## src/rtl/cflut_pkg.sv

```systemverilog
package cflut_pkg;

  typedef enum logic {
    OP_TRI = 1'b0,
    OP_DUO = 1'b1
  } op_kind_e;

  // Eight-entry lookup: index formed with a as most significant bit.
  function automatic logic lut_tri(input logic [7:0] tbl, input logic a,
                                   input logic b, input logic c);
    logic [2:0] idx;
    idx = {a, b, c};
    return tbl[idx];
  endfunction

  // Four-entry lookup: index formed with a as most significant bit.
  function automatic logic lut_duo(input logic [3:0] tbl, input logic a,
                                   input logic b);
    logic [1:0] idx;
    idx = {a, b};
    return tbl[idx];
  endfunction

endpackage

```

## src/rtl/cflut_bank.sv

```systemverilog
module cflut_bank #(
  parameter int NUM_FIELDS = 8,
  parameter int FIELD_W    = 4,
  localparam int SEL_W     = $clog2(NUM_FIELDS)
) (
  input  logic               clk,
  input  logic               rst_n,
  input  logic [SEL_W-1:0]   rd_a_sel,
  input  logic [SEL_W-1:0]   rd_b_sel,
  input  logic [SEL_W-1:0]   rd_c_sel,
  input  logic [SEL_W-1:0]   rd_t_sel,
  output logic [FIELD_W-1:0] rd_a,
  output logic [FIELD_W-1:0] rd_b,
  output logic [FIELD_W-1:0] rd_c,
  output logic [FIELD_W-1:0] rd_t,
  input  logic               wr_en,
  input  logic [SEL_W-1:0]   wr_sel,
  input  logic [FIELD_W-1:0] wr_data,
  input  logic [SEL_W-1:0]   dbg_sel,
  output logic [FIELD_W-1:0] dbg_q
);

  logic [FIELD_W-1:0] fields [NUM_FIELDS];

  for (genvar f = 0; f < NUM_FIELDS; f++) begin : g_field
    logic hit;
    assign hit = wr_en && (wr_sel == SEL_W'(f));
    always_ff @(posedge clk) begin
      if (!rst_n) begin
        fields[f] <= '0;
      end else if (hit) begin
        fields[f] <= wr_data;
      end
    end
  end

  // Combinational reads: sources see the value before this edge's write.
  assign rd_a = fields[rd_a_sel];
  assign rd_b = fields[rd_b_sel];
  assign rd_c = fields[rd_c_sel];
  assign rd_t = fields[rd_t_sel];

  always_ff @(posedge clk) begin
    if (!rst_n) begin
      dbg_q <= '0;
    end else begin
      dbg_q <= fields[dbg_sel];
    end
  end

endmodule

```

## src/rtl/cflut_eval.sv

```systemverilog
module cflut_eval
  import cflut_pkg::*;
#(
  parameter int FIELD_W = 4
) (
  input  op_kind_e           op_kind,
  input  logic [7:0]         imm,
  input  logic [FIELD_W-1:0] src_a,
  input  logic [FIELD_W-1:0] src_b,
  input  logic [FIELD_W-1:0] src_c,
  input  logic [FIELD_W-1:0] old_dest,
  input  logic [FIELD_W-1:0] wmask,
  output logic [FIELD_W-1:0] lut_out,
  output logic [FIELD_W-1:0] merged
);

  logic [3:0] duo_tbl;
  assign duo_tbl = src_c[3:0];

  for (genvar i = 0; i < FIELD_W; i++) begin : g_bit
    logic tri_bit;
    logic duo_bit;
    assign tri_bit    = lut_tri(imm, src_a[i], src_b[i], src_c[i]);
    assign duo_bit    = lut_duo(duo_tbl, src_a[i], src_b[i]);
    assign lut_out[i] = (op_kind == OP_DUO) ? duo_bit : tri_bit;
    assign merged[i]  = wmask[i] ? lut_out[i] : old_dest[i];
  end

endmodule

```

## src/rtl/cfield_lut_unit.sv

```systemverilog
module cfield_lut_unit
  import cflut_pkg::*;
#(
  parameter int NUM_FIELDS = 8,
  parameter int FIELD_W    = 4,
  localparam int SEL_W     = $clog2(NUM_FIELDS)
) (
  input  logic               clk,
  input  logic               rst_n,
  input  logic               issue,
  input  logic               op_kind,
  input  logic [SEL_W-1:0]   sel_a,
  input  logic [SEL_W-1:0]   sel_b,
  input  logic [SEL_W-1:0]   sel_c,
  input  logic [SEL_W-1:0]   sel_t,
  input  logic [FIELD_W-1:0] wmask,
  input  logic [7:0]         imm,
  input  logic [SEL_W-1:0]   dbg_sel,
  output logic [FIELD_W-1:0] dbg_field
);

  // Named internal events, observed by the bound checker.
  logic               wr_en;
  logic [FIELD_W-1:0] src_a;
  logic [FIELD_W-1:0] src_b;
  logic [FIELD_W-1:0] src_c;
  logic [FIELD_W-1:0] old_dest;
  logic [FIELD_W-1:0] lut_out;
  logic [FIELD_W-1:0] wr_data;
  op_kind_e           kind;

  assign wr_en = issue;
  assign kind  = op_kind_e'(op_kind);

  cflut_bank #(
    .NUM_FIELDS(NUM_FIELDS),
    .FIELD_W   (FIELD_W)
  ) u_bank (
    .clk     (clk),
    .rst_n   (rst_n),
    .rd_a_sel(sel_a),
    .rd_b_sel(sel_b),
    .rd_c_sel(sel_c),
    .rd_t_sel(sel_t),
    .rd_a    (src_a),
    .rd_b    (src_b),
    .rd_c    (src_c),
    .rd_t    (old_dest),
    .wr_en   (wr_en),
    .wr_sel  (sel_t),
    .wr_data (wr_data),
    .dbg_sel (dbg_sel),
    .dbg_q   (dbg_field)
  );

  cflut_eval #(
    .FIELD_W(FIELD_W)
  ) u_eval (
    .op_kind (kind),
    .imm     (imm),
    .src_a   (src_a),
    .src_b   (src_b),
    .src_c   (src_c),
    .old_dest(old_dest),
    .wmask   (wmask),
    .lut_out (lut_out),
    .merged  (wr_data)
  );

endmodule

```

## config.mk

```make
export PLATFORM = sky130hd
export DESIGN_NAME = cfield_lut_unit
export DESIGN_NICKNAME = d
export VERILOG_FILES = /design/src/rtl/cflut_pkg.sv /design/src/rtl/cflut_bank.sv /design/src/rtl/cflut_eval.sv /design/src/rtl/cfield_lut_unit.sv
export SDC_FILE = /design/constraint.sdc
export NUM_CORES = 1
export LEC_CHECK = 0
export BUFFER_PORTS_ARGS = -buffer_cell sky130_fd_sc_hd__buf_2
export CELL_PAD_IN_SITES_DETAIL_PLACEMENT = 0
export CELL_PAD_IN_SITES_GLOBAL_PLACEMENT = 1
export CORE_MARGIN = 5
export CORE_UTILIZATION = 49
export CTS_CLUSTER_DIAMETER = 30
export DETAILED_ROUTE_END_ITERATION = 10
export GPL_ROUTABILITY_DRIVEN = 0
export PLACE_DENSITY = 0.83
export SLEW_MARGIN = 20
export SYNTH_ARGS = -nofsm -noshare
export SYNTH_HDL_FRONTEND = slang
export SYNTH_SLANG_ARGS = --single-unit
```

## constraint.sdc

```tcl
create_clock -name clk -period 2.7 [get_ports clk]
set_input_delay 0.27 -clock clk [delete_from_list [all_inputs] [get_ports clk]]
set_output_delay 0.27 -clock clk [all_outputs]
set_load 0.01 [all_outputs]
```

==> results of run 1 <==
-- registers in the layout, summed over array words and instances (netlist names) --
signal and flops:
u_bank.fields 32, u_bank.dbg_q 4
-- cell usage in the layout, fill, tap and decap left out, types with 4 or more instances in the layout --
cell type,instances
dfxtp_1,4
nor2_1,10
nor2b_1,6
nor3_1,27
mux2i_1,54
buf_2,34
clkbuf_8,5
nand2b_1,5
buf_4,30
o21ai_0,6
nand2_1,16
mux2_2,13
edfxtp_1,32
nor4_1,11
mux4_2,28
-- per-stage QoR --
step,area (µm²),cells
floorplan,3310,272
detailed placement,3630,393
global route,3740,401
finish,3740,401
global placement,3630,393
CTS,3740,401
-- kinds of logic after synthesis --
kind of cell	after synthesis	synth area share
simple gates	84	0.132
compound gates	29	0.0827
flops	36	0.314
buf+inv	26	0.0574
mux	97	0.414
-- routing by layer --
metal	vias to the layer above	GRT usage	routed length [µm]
met4	0	0.0817	269
met2	167	0.363	4450
met5	-	0	0
met1	1335	0.311	3910
met3	23	0.0328	764
li1	1217	-	-
-- final cells by class --
cell class | instances | area [µm²]
Timing Repair Buffer | 64 | 395
Inverter | 3 | 11.3
Sequential cell | 36 | 1040
Clock inverter | 2 | 35.0
Clock buffer | 6 | 72.6
Multi-Input combinational cell | 210 | 2080
Fill cell | 571 | 2940
Tap cell | 80 | 100
-- power by group --
group | internal, mW | switching, mW | total, mW | leakage (nW)
combinational | 0.257 | 0.284 | 0.541 | 1.13
clock | 0.274 | 0.188 | 0.462 | 0.0552
sequential | 0.637 | 0.0377 | 0.675 | 0.366
total | 1.17 | 0.510 | 1.68 | 1.55
-- worst max-delay path, stage by stage, from the launching register on --
cell	delay, ps
edfxtp_1	420
mux4_1	520
mux2i_1	200
buf_4	180
mux2_2	330
a32oi_1	270
inv_2	140
nor4_1	260
-- worst paths after layout --
path / cells after the start / endpoint / slack [ps]
setup / recovery: 7 / u_bank.fields[6][0] / 200
hold / removal: 3 / u_bank.dbg_q[0] / 350
setup reg to reg: 7 / u_bank.fields[6][0] / 200
hold reg to reg: 3 / u_bank.dbg_q[3] / 870
==> summary.md, run 1 <==
| Metric | Value |
|---|---|
| Top-count cell post-synth | `mux2i_1` |
| DR DRC count | `0` |
| Worst min-delay path startpoint | `dbg_sel[2]` |
| Diode count | `0` |
| Ys Warns | `0` |
| Worst slew margin | `0.424` |
| Synth top cells by count | `mux2i_1, edfxtp_1, mux4_2` |
| Worst-path clk slew | `70 ps` |
| Peak supply drop | `0.327 mV` |
| Final setup margin | `202 ps` |
| Routed vias | `2742` |
| Area delta synth->final | `12.8%` |
| Post-synth EDFFs | `32` |
| Die W | `92.2 µm` |
| Clock latency on the worst-skew pair | `290 ps` |
| Setup TNS Final | `0 ps` |
| CTS buffer count | `5` |
| Final nets | `351` |
| Crit path kind | `flip-flop to flip-flop` |
| Critical-path maximum fanout | `8` |
| Run status | `finished, final reports clean` |
| Antenna-violating nets left | `0` |
| # IOs | `35` |
| First-pass iteration count of the detailed router | `5` |
| Syn Area/Cell | `12.2 µm²` |
| Die Y | `92.2 µm` |
| Iter 0 DRT Violations | `360` |
| Register bit total from synthesis | `36` |
| Count of cell types in the netlist | `40` |
| Grt total ovfl | `0` |
| Util after Layout | `0.559` |
| WL/cell | `23.4 µm` |
| Place WS | `26.7 ps` |
| First-pass GRT wire length | `14.5 mm` |
| Vias in the first global route | `2620` |
| Layout cell share with drive strength beyond 1 | `0.383` |
| CTS tree | `yes` |
| CTS root buffer | `clkbuf_8` |
| Fraction of registers with async set/reset | `0` |
| FF-to-FF Start | `u_bank.fields[1][0]` |
| Overall power | `1.68 mW` |
| CP arrival | `2600 ps` |
| Final clock period utilization by the worst path | `0.925` |
| Post-CTS resize count | `0` |
| Setup Fix Bufs, Post-CTS | `0` |
| Worst slew pin tran | `856 ps` |
| Post-synthesis sequential area ratio | `0.314` |
| Pwr Density | `449 nW/µm²` |
| Setup crit start | `u_bank.fields[1][0]` |
| Clk sinks | `36` |
| Mapped Area | `3310 µm²` |
| Worst path required time | `2800 ps` |
| WL final | `9.39 mm` |
| Gr usage total | `0.226` |
| Area leader, netlist | `edfxtp_1` |
| CTS Buffer Depth | `2` |
| Syn nets | `303` |
| Synth top area share | `0.290` |
| Worst Hold Class | `input port to flip-flop` |
| Top FF cell, synth | `edfxtp_1` |
| Lkg Pwr | `1.55 nW` |
| Hold_buf cts | `0` |
| Initial antenna violation count | `0` |
| Core Footprint | `6680 µm²` |
| CP Capture Type | `flip-flop` |
| Fmax | `400 MHz` |
| Full die area | `8510 µm²` |
| Vias/cell | `6.84` |
| Worst Skew | `2.97 ps` |
| Final HPWL DP | `7.36 mm` |
| Max-cap violations | `0` |
| CP Launch Type | `flip-flop` |
| H-tree depth | `2` |
| Initial Util | `0.496` |
| Worst hold slack | `351 ps` |
| Count of final setup violators | `0` |
| RSZ-0062 raised after global routing | `no` |
| Largest net degree at the start of global routing | `19` |
| Largest cells by area after synthesis | `edfxtp_1, mux4_2, mux2i_1` |
| Final hold vios | `0` |
| Row Count | `30` |
| Final Critical Period | `2500 ps` |
| Final Max Slew Viols | `0` |
| Mapped Cells | `272` |
| PortBufs | `34` |
Power figures use the tool's default switching activity.
==> run 2: changes to the inputs <==
--- a/config.mk
+++ b/config.mk
@@ -9,11 +9,11 @@
 export CELL_PAD_IN_SITES_DETAIL_PLACEMENT = 0
 export CELL_PAD_IN_SITES_GLOBAL_PLACEMENT = 1
 export CORE_MARGIN = 5
-export CORE_UTILIZATION = 49
+export CORE_UTILIZATION = 33
 export CTS_CLUSTER_DIAMETER = 30
 export DETAILED_ROUTE_END_ITERATION = 10
 export GPL_ROUTABILITY_DRIVEN = 0
-export PLACE_DENSITY = 0.83
+export PLACE_DENSITY = 0.6
 export SLEW_MARGIN = 20
 export SYNTH_ARGS = -nofsm -noshare
 export SYNTH_HDL_FRONTEND = slang
==> summary.md, run 2 (synthesis gave the netlist of run 1 again) <==
| Metric | Value |
|---|---|
| Run status | `finished, final reports clean` |
| DR DRC count | `0` |
| Layout fillers | `988` |
| Cell Count, Final, Fillers Out | `440` |
| Worst hold slack | `356 ps` |
| Count of final setup violators | `0` |
| Die W | `110 µm` |
| Setup crit start | `u_bank.fields[0][3]` |
| Worst Skew | `6.71 ps` |
| Number of flip-flops under the largest register name | `32` |
| Util after Layout | `0.380` |
| Pwr Density | `451 nW/µm²` |
| Dpl cell area | `3590 µm²` |
| Hold depth | `3` |
| Row Count | `36` |
| Setup TNS Final | `0 ps` |
| Overall power | `1.68 mW` |
| Routed vias | `2495` |
| Core Footprint | `9770 µm²` |
| Worst Hold Class | `input port to flip-flop` |
| Area delta synth->final | `12.2%` |
| Largest net degree at the start of global routing | `20` |
| Place WS | `8.90 ps` |
| Vias in the first global route | `2557` |
| CTS buffer count | `5` |
| Biggest regs | `u_bank.fields x32, u_bank.dbg_q x4` |
| # placed instances | `432` |
| Diode count | `0` |
| CTS Buffer Depth | `2` |
| First-pass GRT wire length | `14.7 mm` |
| Commonest non-fill, non-tap cells in the layout | `mux2i_1, buf_2, edfxtp_1` |
| Worst min-delay path startpoint | `dbg_sel[2]` |
| Worst slew pin tran | `799 ps` |
| Clk sinks | `36` |
| FF-to-FF path depth | `5` |
| Setup Fix Bufs, Post-CTS | `0` |
| Final HPWL DP | `7.58 mm` |
| Design area | `3720 µm²` |
| Worst path required time | `2710 ps` |
| Vias/cell | `5.67` |
| First-pass iteration count of the detailed router | `4` |
| CP Launch Type | `flip-flop` |
| Initial antenna violation count | `0` |
| # IOs | `35` |
| RSZ-0062 raised after global routing | `no` |
| WL final | `9.28 mm` |
| Worst slew margin | `0.463` |
| PortBufs | `34` |
| Max-cap violations | `0` |
| Die Y | `110 µm` |
| Initial Util | `0.339` |
| Clock latency on the worst-skew pair | `280 ps` |
| Final clock period utilization by the worst path | `0.946` |
| Final Critical Period | `2550 ps` |
| Lkg Pwr | `1.49 nW` |
| Critical-path maximum fanout | `8` |
| Full die area | `12100 µm²` |
| CTS root buffer | `clkbuf_8` |
| Final hold vios | `0` |
| FF-to-FF Start | `u_bank.fields[0][3]` |
| Fmax | `392 MHz` |
| Worst-path clk slew | `70 ps` |
| H-tree depth | `2` |
| WL/cell | `21.1 µm` |
| Final setup margin | `146 ps` |
| Final nets | `337` |
| CTS tree | `yes` |
| CP Capture Type | `flip-flop` |
| Commonest non-fill, non-tap cell in the layout | `mux2i_1` |
| Layout cell share with drive strength beyond 1 | `0.358` |
| Reg with most FFs | `u_bank.fields` |
| Grt total ovfl | `0` |
| CP arrival | `2570 ps` |
| Iter 0 DRT Violations | `151` |
| Final Max Slew Viols | `0` |
| Peak supply drop | `0.315 mV` |
| Antenna-violating nets left | `0` |
| Crit path kind | `flip-flop to flip-flop` |
| Gr usage total | `0.162` |
run 2: what timing repair did:
action | 4_1_cts | 5_1_grt
hold endpoints to repair | 0 | 0
resized for setup | 0 | 2
setup endpoints to repair | 0 | 8
hold buffers | 0 | 0
run 2: routing by layer:
metal / vias up / wire (µm) / share of wire / GRT usage
met5: - / 0 / 0 / 0
met4: 0 / 99 / 0.011 / 0.0369
met3: 9 / 394 / 0.042 / 0.0128
met2: 64 / 4780 / 0.51 / 0.279
met1: 1239 / 4010 / 0.43 / 0.224
li1: 1183 / - / - / -
run 2: final cells by class:
cell class / instances / area (µm²) / area share
multi-input cells: 210 / 2090 / 0.563
flip-flops and latches: 36 / 1040 / 0.280
repair buffers: 50 / 290 / 0.0781
well taps: 133 / 166 / 0.0448
clock buffers: 6 / 82.6 / 0.0222
clock inverters: 2 / 33.8 / 0.00909
inverters: 3 / 11.3 / 0.00303
run 2: path summary, 6_finish.rpt:
kind / to / slack, ps
setup / recovery: u_bank.fields[3][3] / 150
hold / removal: u_bank.dbg_q[0] / 360
hold reg to reg: u_bank.dbg_q[0] / 860
setup reg to reg: u_bank.fields[3][3] / 150
run 2: report_power, final:
part | switching, mW | internal, mW | leakage [nW]
sequential | 0.0403 | 0.637 | 0.366
combinational | 0.273 | 0.243 | 1.06
clock | 0.184 | 0.297 | 0.0588
total | 0.498 | 1.18 | 1.49
run 2: critical path, cell delays in order (launching register included):
cell and delay [ps]:
edfxtp_1 470, nor2b_1 170, a2111oi_0 700, nor4_1 210, o41ai_4 610, nor3_1 110
==> run 3: changes to the inputs <==
==> constraint.sdc (replaced) <==
create_clock -name clk -period 2.6 [get_ports clk]
set_input_delay 0.26 -clock clk [delete_from_list [all_inputs] [get_ports clk]]
set_output_delay 0.26 -clock clk [all_outputs]
set_load 0.01 [all_outputs]
==> summary.md, run 3 (synthesis gave the netlist of run 1 again) <==
| Metric | Value |
|---|---|
| Crit path kind | `flip-flop to flip-flop` |
| Final hold vios | `0` |
| Gr usage total | `0.161` |
| Critical-path maximum fanout | `8` |
| CP arrival | `2610 ps` |
| CTS Buffer Depth | `2` |
| CTS tree | `yes` |
| Initial antenna violation count | `0` |
| H-tree depth | `2` |
| Place WS | `-34.5 ps` |
| Diode count | `0` |
| Initial Util | `0.339` |
| Grt total ovfl | `0` |
| Power share of the clock group | `0.294` |
| DR DRC count | `0` |
| Commonest non-fill, non-tap cell in the layout | `mux2i_1` |
| Switch share | `0.291` |
| Cell Count, Final, Fillers Out | `447` |
| Worst min-delay path startpoint | `dbg_sel[2]` |
| Worst path required time | `2690 ps` |
| Reg with most FFs | `u_bank.fields` |
| Largest net degree at the start of global routing | `21` |
| Die W | `110 µm` |
| FF-to-FF path depth | `6` |
| Flop-to-flop setup slack | `70 ps` |
| Worst Skew | `5.87 ps` |
| Worst path top cell family by delay | `multiplexers` |
| Routed vias | `2524` |
| CP Launch Type | `flip-flop` |
| Full die area | `12100 µm²` |
| Worst Hold Class | `input port to flip-flop` |
| Count of final setup violators | `0` |
| Layout fillers | `985` |
| Final Critical Period | `2530 ps` |
| Final clock period utilization by the worst path | `0.972` |
| First-pass GRT wire length | `14.4 mm` |
| Final setup margin | `73.4 ps` |
| Logic pwr share | `0.312` |
| Final HPWL DP | `7.57 mm` |
| Pint | `1.26 mW` |
| Clk sinks | `36` |
| Lkg Pwr | `1.53 nW` |
| Worst r2r dst | `u_bank.fields[0][0]` |
| Antenna-violating nets left | `0` |
| Worst-path clk slew | `70 ps` |
| Commonest non-fill, non-tap cells in the layout | `mux2i_1, buf_2, edfxtp_1` |
| Slowest-stage cell, CP | `mux4_1` |
| Fmax | `396 MHz` |
| Hold_buf cts | `0` |
| CTS buffer count | `5` |
| Peak supply drop | `0.441 mV` |
| Number of flip-flops under the largest register name | `32` |
| Worst slew pin tran | `753 ps` |
| Iter 0 DRT Violations | `209` |
| Worst slew margin | `0.494` |
| Crit-path cells | `mux4_1 > mux2i_4 > mux2_2 > a32oi_2 > inv_2 > nor4_1` |
| FF-to-FF Start | `u_bank.fields[6][0]` |
| Pwr Density | `467 nW/µm²` |
| Clock latency on the worst-skew pair | `280 ps` |
| CP Capture Type | `flip-flop` |
| Area delta synth->final | `15.0%` |
| Hold depth | `3` |
| Max stage delay on crit path | `590 ps` |
| Layout cell share with drive strength beyond 1 | `0.382` |
| Die Y | `110 µm` |
| Sequential power share | `0.394` |
| Run status | `finished, final reports clean` |
| PortBufs | `34` |
| Hold path endpoint | `u_bank.dbg_q[0]` |
| WL/cell | `20.9 µm` |
| Max-cap violations | `0` |
| CTS root buffer | `clkbuf_8` |
| Vias in the first global route | `2481` |
| # IOs | `35` |
| Setup TNS Final | `0 ps` |
| First-pass iteration count of the detailed router | `5` |
| # placed instances | `437` |
| Core Footprint | `9770 µm²` |
| Buffers and inverters on the worst path | `1` |
| Net Switching | `518 µW` |
| Vias/cell | `5.65` |
| Final Max Slew Viols | `0` |
| Biggest regs | `u_bank.fields x32, u_bank.dbg_q x4` |
| Row Count | `36` |
| WL final | `9.32 mm` |
| Final nets | `344` |
[run 3: cell types whose count changed in the layout (fill, tap and decap cells not counted), sizes merged]
cell	delta
buf	+7
clkbuf	+1
clkinv	-1
[run 3: tightest hold or removal path, stage by stage]
cell and delay, ps:
buf_2 160, mux2i_1 100, nor2_1 90
[run 3: power groups by stage]
| stage | Combinational (mW) | Clock (mW) | Sequential [mW] |
|---|---|---|---|
| 6_report | 0.556 | 0.524 | 0.700 |
| 5_1_grt | 0.604 | 0.566 | 0.703 |
| 4_1_cts | 0.549 | 0.537 | 0.698 |
| 3_5_place_dp | 0.547 | 0 | 0.711 |
| 3_3_place_gp | 0.543 | 0 | 0.711 |
| 2_1_floorplan | 0.396 | 0 | 0.695 |
[run 3: repair_timing]
item	in CTS	in global routing
endpoints found under the hold margin	0	0
setup buffers	0	2
resized for setup	0	7
setup endpoints to repair	0	31
[run 3: layer usage]
metal	wire [µm]	global-route usage
met2	4720	0.271
met3	459	0.0134
met1	4080	0.227
met4	60	0.0317
met5	0	0
[run 3: how the worst max path moves through the flow]
stage	from	slack [ps]	cells after the start	endpoint
after floorplan	sel_b[0]	180	7	u_bank.fields[0][0]
after global placement	sel_c[0]	20	7	u_bank.fields[3][0]
after detailed placement	sel_c[0]	-30	7	u_bank.fields[3][0]
after CTS	u_bank.fields[6][0]	2	6	u_bank.fields[3][0]
after global routing	u_bank.fields[6][0]	-30	6	u_bank.fields[3][0]
final	u_bank.fields[6][0]	70	6	u_bank.fields[0][0]
[run 3: final cells by class]
cell class / count / area [µm²] / share of cell area
Clock buffer: 7 / 96.3 / 0.0253
Clock inverter: 1 / 30.0 / 0.00788
Inverter: 3 / 11.3 / 0.00296
Multi-Input combinational cell: 210 / 2110 / 0.554
Sequential cell: 36 / 1040 / 0.273
Tap cell: 133 / 166 / 0.0437
Timing Repair Buffer: 57 / 355 / 0.0933
[run 3: through the flow]
stage,util,hold WS (ps),instance area (µm²),power [mW]
CTS,0.385,355,3770,1.78
floorplan,-,446,3310,1.09
global placement,0.373,639,3640,1.25
detailed placement,0.373,655,3640,1.26
finish,0.390,362,3810,1.78
global route,0.390,383,3810,1.87
